[src/rtl/srx_pkg.sv]
package srx_pkg;
    localparam int          CFG_W   = 8;
    localparam logic [7:0]  CFG_RST = 8'h03;
    localparam int          B_SYNC  = 7;
    localparam int          B_INV   = 6;
    localparam int          B_FALL  = 5;
    localparam int          B_GATE  = 4;
    localparam int          B_GPOL  = 3;

    typedef enum logic [1:0] {
        ST_SETTLE = 2'd0,
        ST_LOW    = 2'd1,
        ST_HIGH   = 2'd2
    } edge_st_e;

    typedef struct packed {
        logic inv;
        logic fall;
        logic gate_en;
        logic gate_pol;
    } cond_t;
endpackage

[src/rtl/srx_ctrl_reg.sv]
module srx_ctrl_reg
    import srx_pkg::*;
(
    input  logic             clk,
    input  logic             rst_n,
    input  logic             we,
    input  logic [CFG_W-1:0] wdata,
    input  logic             lb_en,
    output logic [CFG_W-1:0] cfg_q,
    output cond_t            eff
);
    logic act;

    always_ff @(posedge clk or negedge rst_n) begin
        if (!rst_n) cfg_q <= CFG_RST;
        else if (we) cfg_q <= wdata;
    end

    // Conditioning applies only when enabled and not in loop-back.
    assign act          = cfg_q[B_SYNC] & ~lb_en;
    assign eff.inv      = act & cfg_q[B_INV];
    assign eff.fall     = act & cfg_q[B_FALL];
    assign eff.gate_en  = act & cfg_q[B_GATE];
    assign eff.gate_pol = cfg_q[B_GPOL];

    AST_CFG_LOAD: assert property (@(posedge clk) disable iff (!rst_n)
        we |=> cfg_q == $past(wdata));
    AST_CFG_HOLD: assert property (@(posedge clk) disable iff (!rst_n)
        !we |=> $stable(cfg_q));
endmodule

[src/rtl/srx_sync.sv]
module srx_sync #(
    parameter int WIDTH  = 3,
    parameter int STAGES = 2
) (
    input  logic             clk,
    input  logic             rst_n,
    input  logic [WIDTH-1:0] d,
    output logic [WIDTH-1:0] q
);
    logic [WIDTH-1:0] pipe [STAGES];

    for (genvar s = 0; s < STAGES; s++) begin : g_stage
        if (s == 0) begin : g_first
            always_ff @(posedge clk or negedge rst_n) begin
                if (!rst_n) pipe[s] <= '0;
                else        pipe[s] <= d;
            end
        end else begin : g_next
            always_ff @(posedge clk or negedge rst_n) begin
                if (!rst_n) pipe[s] <= '0;
                else        pipe[s] <= pipe[s-1];
            end
        end
    end

    assign q = pipe[STAGES-1];
endmodule

[src/rtl/srx_edge_fsm.sv]
module srx_edge_fsm
    import srx_pkg::*;
#(
    parameter int SETTLE_CYC = 2
) (
    input  logic clk,
    input  logic rst_n,
    input  logic lvl,
    input  logic gate_open,
    input  logic mode_chg,
    input  logic din,
    output logic stb,
    output logic dout
);
    localparam int CNT_W = $clog2(SETTLE_CYC + 1);

    edge_st_e   state_q, state_d;
    logic [CNT_W-1:0] cnt_q, cnt_d;
    logic       edge_hit;

    always_comb begin
        state_d = state_q;
        cnt_d   = cnt_q;
        if (mode_chg) begin
            state_d = ST_SETTLE;
            cnt_d   = CNT_W'(SETTLE_CYC);
        end else begin
            unique case (state_q)
                ST_SETTLE: begin
                    if (cnt_q != '0) cnt_d = cnt_q - 1'b1;
                    else             state_d = lvl ? ST_HIGH : ST_LOW;
                end
                ST_LOW:  if (lvl)  state_d = ST_HIGH;
                ST_HIGH: if (!lvl) state_d = ST_LOW;
                default: state_d = ST_SETTLE;
            endcase
        end
    end

    always_ff @(posedge clk or negedge rst_n) begin
        if (!rst_n) begin
            state_q <= ST_SETTLE;
            cnt_q   <= CNT_W'(SETTLE_CYC);
        end else begin
            state_q <= state_d;
            cnt_q   <= cnt_d;
        end
    end

    assign edge_hit = (state_q == ST_LOW) && lvl && !mode_chg;

    always_ff @(posedge clk or negedge rst_n) begin
        if (!rst_n) begin
            stb  <= 1'b0;
            dout <= 1'b0;
        end else begin
            stb  <= edge_hit && gate_open;
            dout <= din;
        end
    end

    AST_STB_SINGLE: assert property (@(posedge clk) disable iff (!rst_n)
        stb |=> !stb);
    AST_SETTLE_QUIET: assert property (@(posedge clk) disable iff (!rst_n)
        (state_q == ST_SETTLE) |=> !stb);
endmodule

[src/rtl/srx_input_cond.sv]
module srx_input_cond
    import srx_pkg::*;
#(
    parameter int SYNC_STAGES = 2
) (
    input  logic             clk,
    input  logic             rst_n,
    input  logic             cfg_we,
    input  logic [CFG_W-1:0] cfg_wdata,
    output logic [CFG_W-1:0] cfg_q,
    input  logic             lb_en,
    input  logic             echo_en,
    input  logic             rx_data_pin,
    input  logic             rx_clk_pin,
    input  logic             dcd_pin,
    input  logic             tx_clk_int,
    input  logic             tx_data_int,
    output logic             bit_stb,
    output logic             bit_data,
    output logic             echo_data_o,
    output logic             echo_clk_o,
    output logic             echo_rts_o
);
    localparam int SIG_W = 3;

    cond_t            eff;
    logic [SIG_W-1:0] src, syn;
    logic             s_clk, s_dat, s_dcd;
    logic [1:0]       mode_now, mode_prev;
    logic             mode_chg, lvl, gate_open, din;

    srx_ctrl_reg u_ctrl (
        .clk   (clk),
        .rst_n (rst_n),
        .we    (cfg_we),
        .wdata (cfg_wdata),
        .lb_en (lb_en),
        .cfg_q (cfg_q),
        .eff   (eff)
    );

    // Source selection ahead of the synchronizers keeps one latency for both paths.
    assign src = lb_en ? {tx_clk_int, tx_data_int, 1'b0}
                       : {rx_clk_pin, rx_data_pin, dcd_pin};

    srx_sync #(.WIDTH(SIG_W), .STAGES(SYNC_STAGES)) u_sync (
        .clk   (clk),
        .rst_n (rst_n),
        .d     (src),
        .q     (syn)
    );

    assign {s_clk, s_dat, s_dcd} = syn;

    assign mode_now = {lb_en, eff.fall};

    always_ff @(posedge clk or negedge rst_n) begin
        if (!rst_n) mode_prev <= 2'b00;
        else        mode_prev <= mode_now;
    end

    assign mode_chg  = (mode_now != mode_prev);
    assign lvl       = s_clk ^ eff.fall;
    assign gate_open = !eff.gate_en || (s_dcd == eff.gate_pol);
    assign din       = s_dat ^ eff.inv;

    srx_edge_fsm #(.SETTLE_CYC(SYNC_STAGES)) u_fsm (
        .clk       (clk),
        .rst_n     (rst_n),
        .lvl       (lvl),
        .gate_open (gate_open),
        .mode_chg  (mode_chg),
        .din       (din),
        .stb       (bit_stb),
        .dout      (bit_data)
    );

    assign echo_data_o = echo_en & rx_data_pin;
    assign echo_clk_o  = echo_en & rx_clk_pin;
    assign echo_rts_o  = echo_en & dcd_pin;

    AST_GATE_CLOSED: assert property (@(posedge clk) disable iff (!rst_n)
        (eff.gate_en && (s_dcd != eff.gate_pol)) |=> !bit_stb);
    AST_MODE_BLANK: assert property (@(posedge clk) disable iff (!rst_n)
        mode_chg |=> !bit_stb);
    AST_LB_NO_INV: assert property (@(posedge clk) disable iff (!rst_n)
        lb_en |=> bit_data == $past(s_dat));
endmodule

[config.mk]
export PLATFORM = sky130hd
export DESIGN_NAME = srx_input_cond
export DESIGN_NICKNAME = d
export VERILOG_FILES = /design/src/rtl/srx_pkg.sv /design/src/rtl/srx_ctrl_reg.sv /design/src/rtl/srx_sync.sv /design/src/rtl/srx_edge_fsm.sv /design/src/rtl/srx_input_cond.sv
export SDC_FILE = /design/constraint.sdc
export NUM_CORES = 1
export LEC_CHECK = 0
export ABC_CLOCK_PERIOD_IN_PS = 4000
export BUFFER_PORTS_ARGS = -buffer_cell sky130_fd_sc_hd__buf_4
export CORE_UTILIZATION = 26
export CTS_CLUSTER_SIZE = 8
export DETAILED_ROUTE_END_ITERATION = 16
export GPL_TIMING_DRIVEN = 0
export PLACE_DENSITY_LB_ADDON = 0.1
export SLEW_MARGIN = 20
export SYNTH_ARGS = -nofsm -noshare
export SYNTH_HDL_FRONTEND = slang
export SYNTH_HIERARCHICAL = 1
export SYNTH_SLANG_ARGS = --single-unit
[constraint.sdc]
create_clock -name clk -period 4 [get_ports clk]
set_clock_uncertainty 0.05 [all_clocks]
set_input_delay 1 -clock clk [delete_from_list [all_inputs] [get_ports clk]]
set_output_delay 1 -clock clk [all_outputs]
set_load 0.1 [all_outputs]
# == After elaboration in Yosys (flattened, before gate mapping) ==
# Cells that the tools add are included.
# W data, S select, Z words.
# totals
register_bits,22
word_cells,48
# op_classes
muxes,10
bitwise_logic,10
reduce_logical,12
eq_ne,7
n_addsub,1
# op_table
operator,n
$mux W2,8
$and A1 B1 Y1,7
$pmux W2 S3,1
$reduce_bool A2 Y1,3
$logic_and A1 B1 Y1,3
$mux W3,1
$ne A3 B1 Y1 const B,1
$ne A3 B2 Y1 const B,1
$ne A3 B3 Y1 const B,1
$reduce_and A3 Y1,1
$eq A2 B1 Y1 const B,1
$eq A2 B2 Y1 const B,1
$logic_not A1 Y1,2
$logic_not A2 Y1,1
$ne A2 B2 Y1,1
$reduce_and A2 Y1,1
$sub A2 B1 Y2 const B,1
$xor A1 B1 Y1,2
$eq A1 B1 Y1,1
$logic_or A1 B1 Y1,1
$not A1 Y1,1

# == Longest topological paths before layout ==
# depth
word_depth,8
mapped_depth,5

# == By module ==
# Netlist, hierarchy kept.
# modules_own_cells
mod,area_each_um2,cells_per_inst,instances
srx_ctrl_reg,367.9,21,1
srx_edge_fsm,246.5,21,1
srx_sync,172.7,9,1
srx_input_cond,151.4,15,1

# == Worst setup path after synthesis ==
# OpenSTA, ideal clock, no wires.
# synth_timing
kind,input to output
from,input echo_en
to,output echo_clk_o
stages,1
setup_slack_ns,1.213
t_arrival_ns,1.737
required_ns,2.950
path_cell_list,and2_1
# synth_between
elab_chain_cells,1
# synth_lines
item,line_no,source
start: declaration,srx_input_cond.sv:12,"input logic echo_en,"
$and A1 B1 Y1,srx_input_cond.sv:79,assign echo_clk_o = echo_en & rx_clk_pin;
end: declaration,srx_input_cond.sv:21,"output logic echo_clk_o,"
# Every way passes these cells.

# == Final worst setup path ==
# Same ends and word-level chain as after synthesis.

==> out/metrics.yaml <==
setup_path:
  critical_path_class: "in2out"
  start_kind: "primary input"
  critPathRequiredTime_ps: 2950
  ff2ff_path_depth: 4
  r2r_end: "u_fsm/cnt_q[1]$_DFFE_PN1P_"
  worstSetupEndpointType: "output port"
  crit_path_max_fanout: 3
  reg2reg_setup_slack_ps: 2520
  r2r-start: "u_fsm/cnt_q[1]$_DFFE_PN1P_"
  critPathArrivalTime_ps: 1490
detailed_routing:
  wirelength_mm: 1.60
  avgRoutedWirePerCell_um: 11.0
  vias: 596
  vias_per_cell: 4.11
  drc: 0
  first_iter_violations: 16
  detail-route-antenna-nets: 0
  dr.pass1.iters: 4
timing:
  slew_headroom_pct: 77.2
  rsz0062_at_grt: "false"
  max_freq_mhz: 394
  layout_setup_ws_ps: 1460
  hold_violations: 0
  setup_viol: 0
  min_period_ps: 2540
  fin_tns_setup_ps: 0
  post-route-period-util_pct: 63.4
  holdWs_ps: 289
  drv_slew: 0
  tightest_slew_ps: 334
synth:
  synth_edf_count: 0
  ys_seq_elements: 22
  synth.distinct_cells: 22
  synth_nets: 85
  synthCells: 66
  synth_top_area_cell: "dfrtp_1"
  ys_top_cells_by_area: "dfrtp_1 (51%), mux2_4 (13%), dfstp_2 (8.4%), buf_4 (3.2%), and3b_1 (2.8%)"
  avgSynthCellArea_um2: 14.2
  synth_top_area_share_pct: 50.7
  ys_seq_area_share_pct: 59.1
  synthArstFlopShare_pct: 100
  synth.most_common_cell: "dfrtp_1"
  yosysWarningCount: 6
  synth_area_um2: 938
  synth_common_cells: "dfrtp_1 (19), mux2_4 (8), buf_4 (4)"
  yosys_most_used_dff: "dfrtp_1"
clocking:
  htreeDepth: 1
  clk_pin_slew_ps: 130
  clkLatencyLatePin_ps: 310
  postCtsHoldBufs: 0
  cts_resized: 0
  cts_tree: "yes"
  cts_made_buffers: 3
  cts_setup_buffers: 0
  root_buffer: "clkbuf_4"
  ctsLongestPathBuffers: 2
  cts_num_sinks: 22
final_layout:
  fin_area_um2: 1270
  antenna_cells: 0
  drive_gt1_share_pct: 52.5
  num-nets-final: 119
  stdcell_count: 145
  post-route-util_pct: 37.4
  syn2layout_area_growth_pct: 34.9
floorplan:
  die-area_um2: 3850
  start_util_pct: 27.7
  die_w_um: 62.1
  rows: 21
  die_y_um: 62.1
  coreArea_um2: 3390
  ios: 31
placed_design:
  placedCellCount: 141
  placed_cell_area_um2: 1210
  place_hpwl_mm: 1.17
  pre_cts_ws_ps: 1470
  io_buffers: 29
  gp_routability_congestion: 0.584
hold_path:
  min_path_type: "reg2reg"
  hold-path-endpoint: "u_sync/q[0]$_DFF_PN0_"
  hold_path_startpoint: "u_sync/pipe[3]$_DFF_PN0_"
  whs_path_depth: 0
global_route:
  grt_pass1_wl_mm: 2.50
  grt_usage_pct: 9.59
  grt-ovfl-total: 0
  grt_start_max_net_pins: 23
  antenna_found_initial: 0
  grt_pass1_vias: 581
pwr:
  peakVddDrop_uv: 204
  power_leakage_nw: 0.635
  p_per_area_nw_per_um2: 510
  power_uw: 646
outcome:
  status: "complete, no violations"
run:
  max-cap-violations: 0
==> where the power goes <==
| part | switching (mW) | total (mW) | internal, mW |
|---|---|---|---|
| clock | 0.0679 | 0.169 | 0.101 |
| sequential | 0.0173 | 0.272 | 0.255 |
| combinational | 0.134 | 0.205 | 0.0711 |
| total | 0.219 | 0.646 | 0.427 |
==> state kept, by name, indices dropped and copies added (netlist names) <==
register	count
u_fsm/dout	1
u_fsm/state_q	2
u_ctrl/cfg_q	8
u_sync/pipe	3
u_fsm/cnt_q	2
mode_prev	2
u_sync/q	3
u_fsm/stb	1
==> final cells by class <==
class	count	area, µm²
Inverter	3	11.3
Fill cell	336	2120
Tap cell	46	57.6
Buffer	5	41.3
Clock inverter	1	30.0
Clock buffer	3	22.5
Sequential cell	22	554
Timing Repair Buffer	29	218
Multi-Input combinational cell	36	332
==> cells in the final DEF, fill, tap and decap left out, types with 2 or more instances in the layout <==
cell | synthesis | final
and2_1 | 3 | 3
and3b_1 | 3 | 3
buf_4 | 4 | 33
clkbuf_4 | 0 | 3
dfrtp_1 | 19 | 19
dfstp_2 | 3 | 3
inv_1 | 3 | 3
mux2_2 | 2 | 2
mux2_4 | 8 | 8
nand2_1 | 3 | 3
nor3_1 | 2 | 2
or4_1 | 2 | 2
xnor2_1 | 2 | 2
xor2_1 | 3 | 3
==> cell families after synthesis <==
| family | after synthesis | share of synthesized area (%) |
|---|---|---|
| flip-flops | 22 | 59.1 |
| AND/OR/NAND/NOR | 15 | 10.3 |
| multiplexers | 10 | 15.2 |
| buffers and inverters | 8 | 5.60 |
| AO/OA/AOI/OAI | 5 | 3.87 |
| XOR/XNOR | 5 | 4.67 |
| adder cells (fa/ha/maj) | 1 | 1.33 |
==> layer usage <==
metal	GRT usage [%]	wire length [µm]	part of all wire, %
met1	9.90	671	42
met3	4.76	135	8.4
met4	3.81	15	0.94
met2	16.6	778	49
met5	0	0	0
==> worst max-delay path by stage <==
stage,startpoint,depth (start not counted),to
2_1_floorplan,echo_en,1,echo_clk_o
3_3_place_gp,echo_en,3,echo_clk_o
3_5_place_dp,echo_en,3,echo_clk_o
4_1_cts,echo_en,3,echo_clk_o
5_1_grt,echo_en,3,echo_data_o
6_report,echo_en,3,echo_clk_o
==> worst max-delay path: stages <==
cell and delay (ps):
buf_4 110, and2_1 140, buf_4 230
Note: power is estimated with default switching activity, not from simulation.
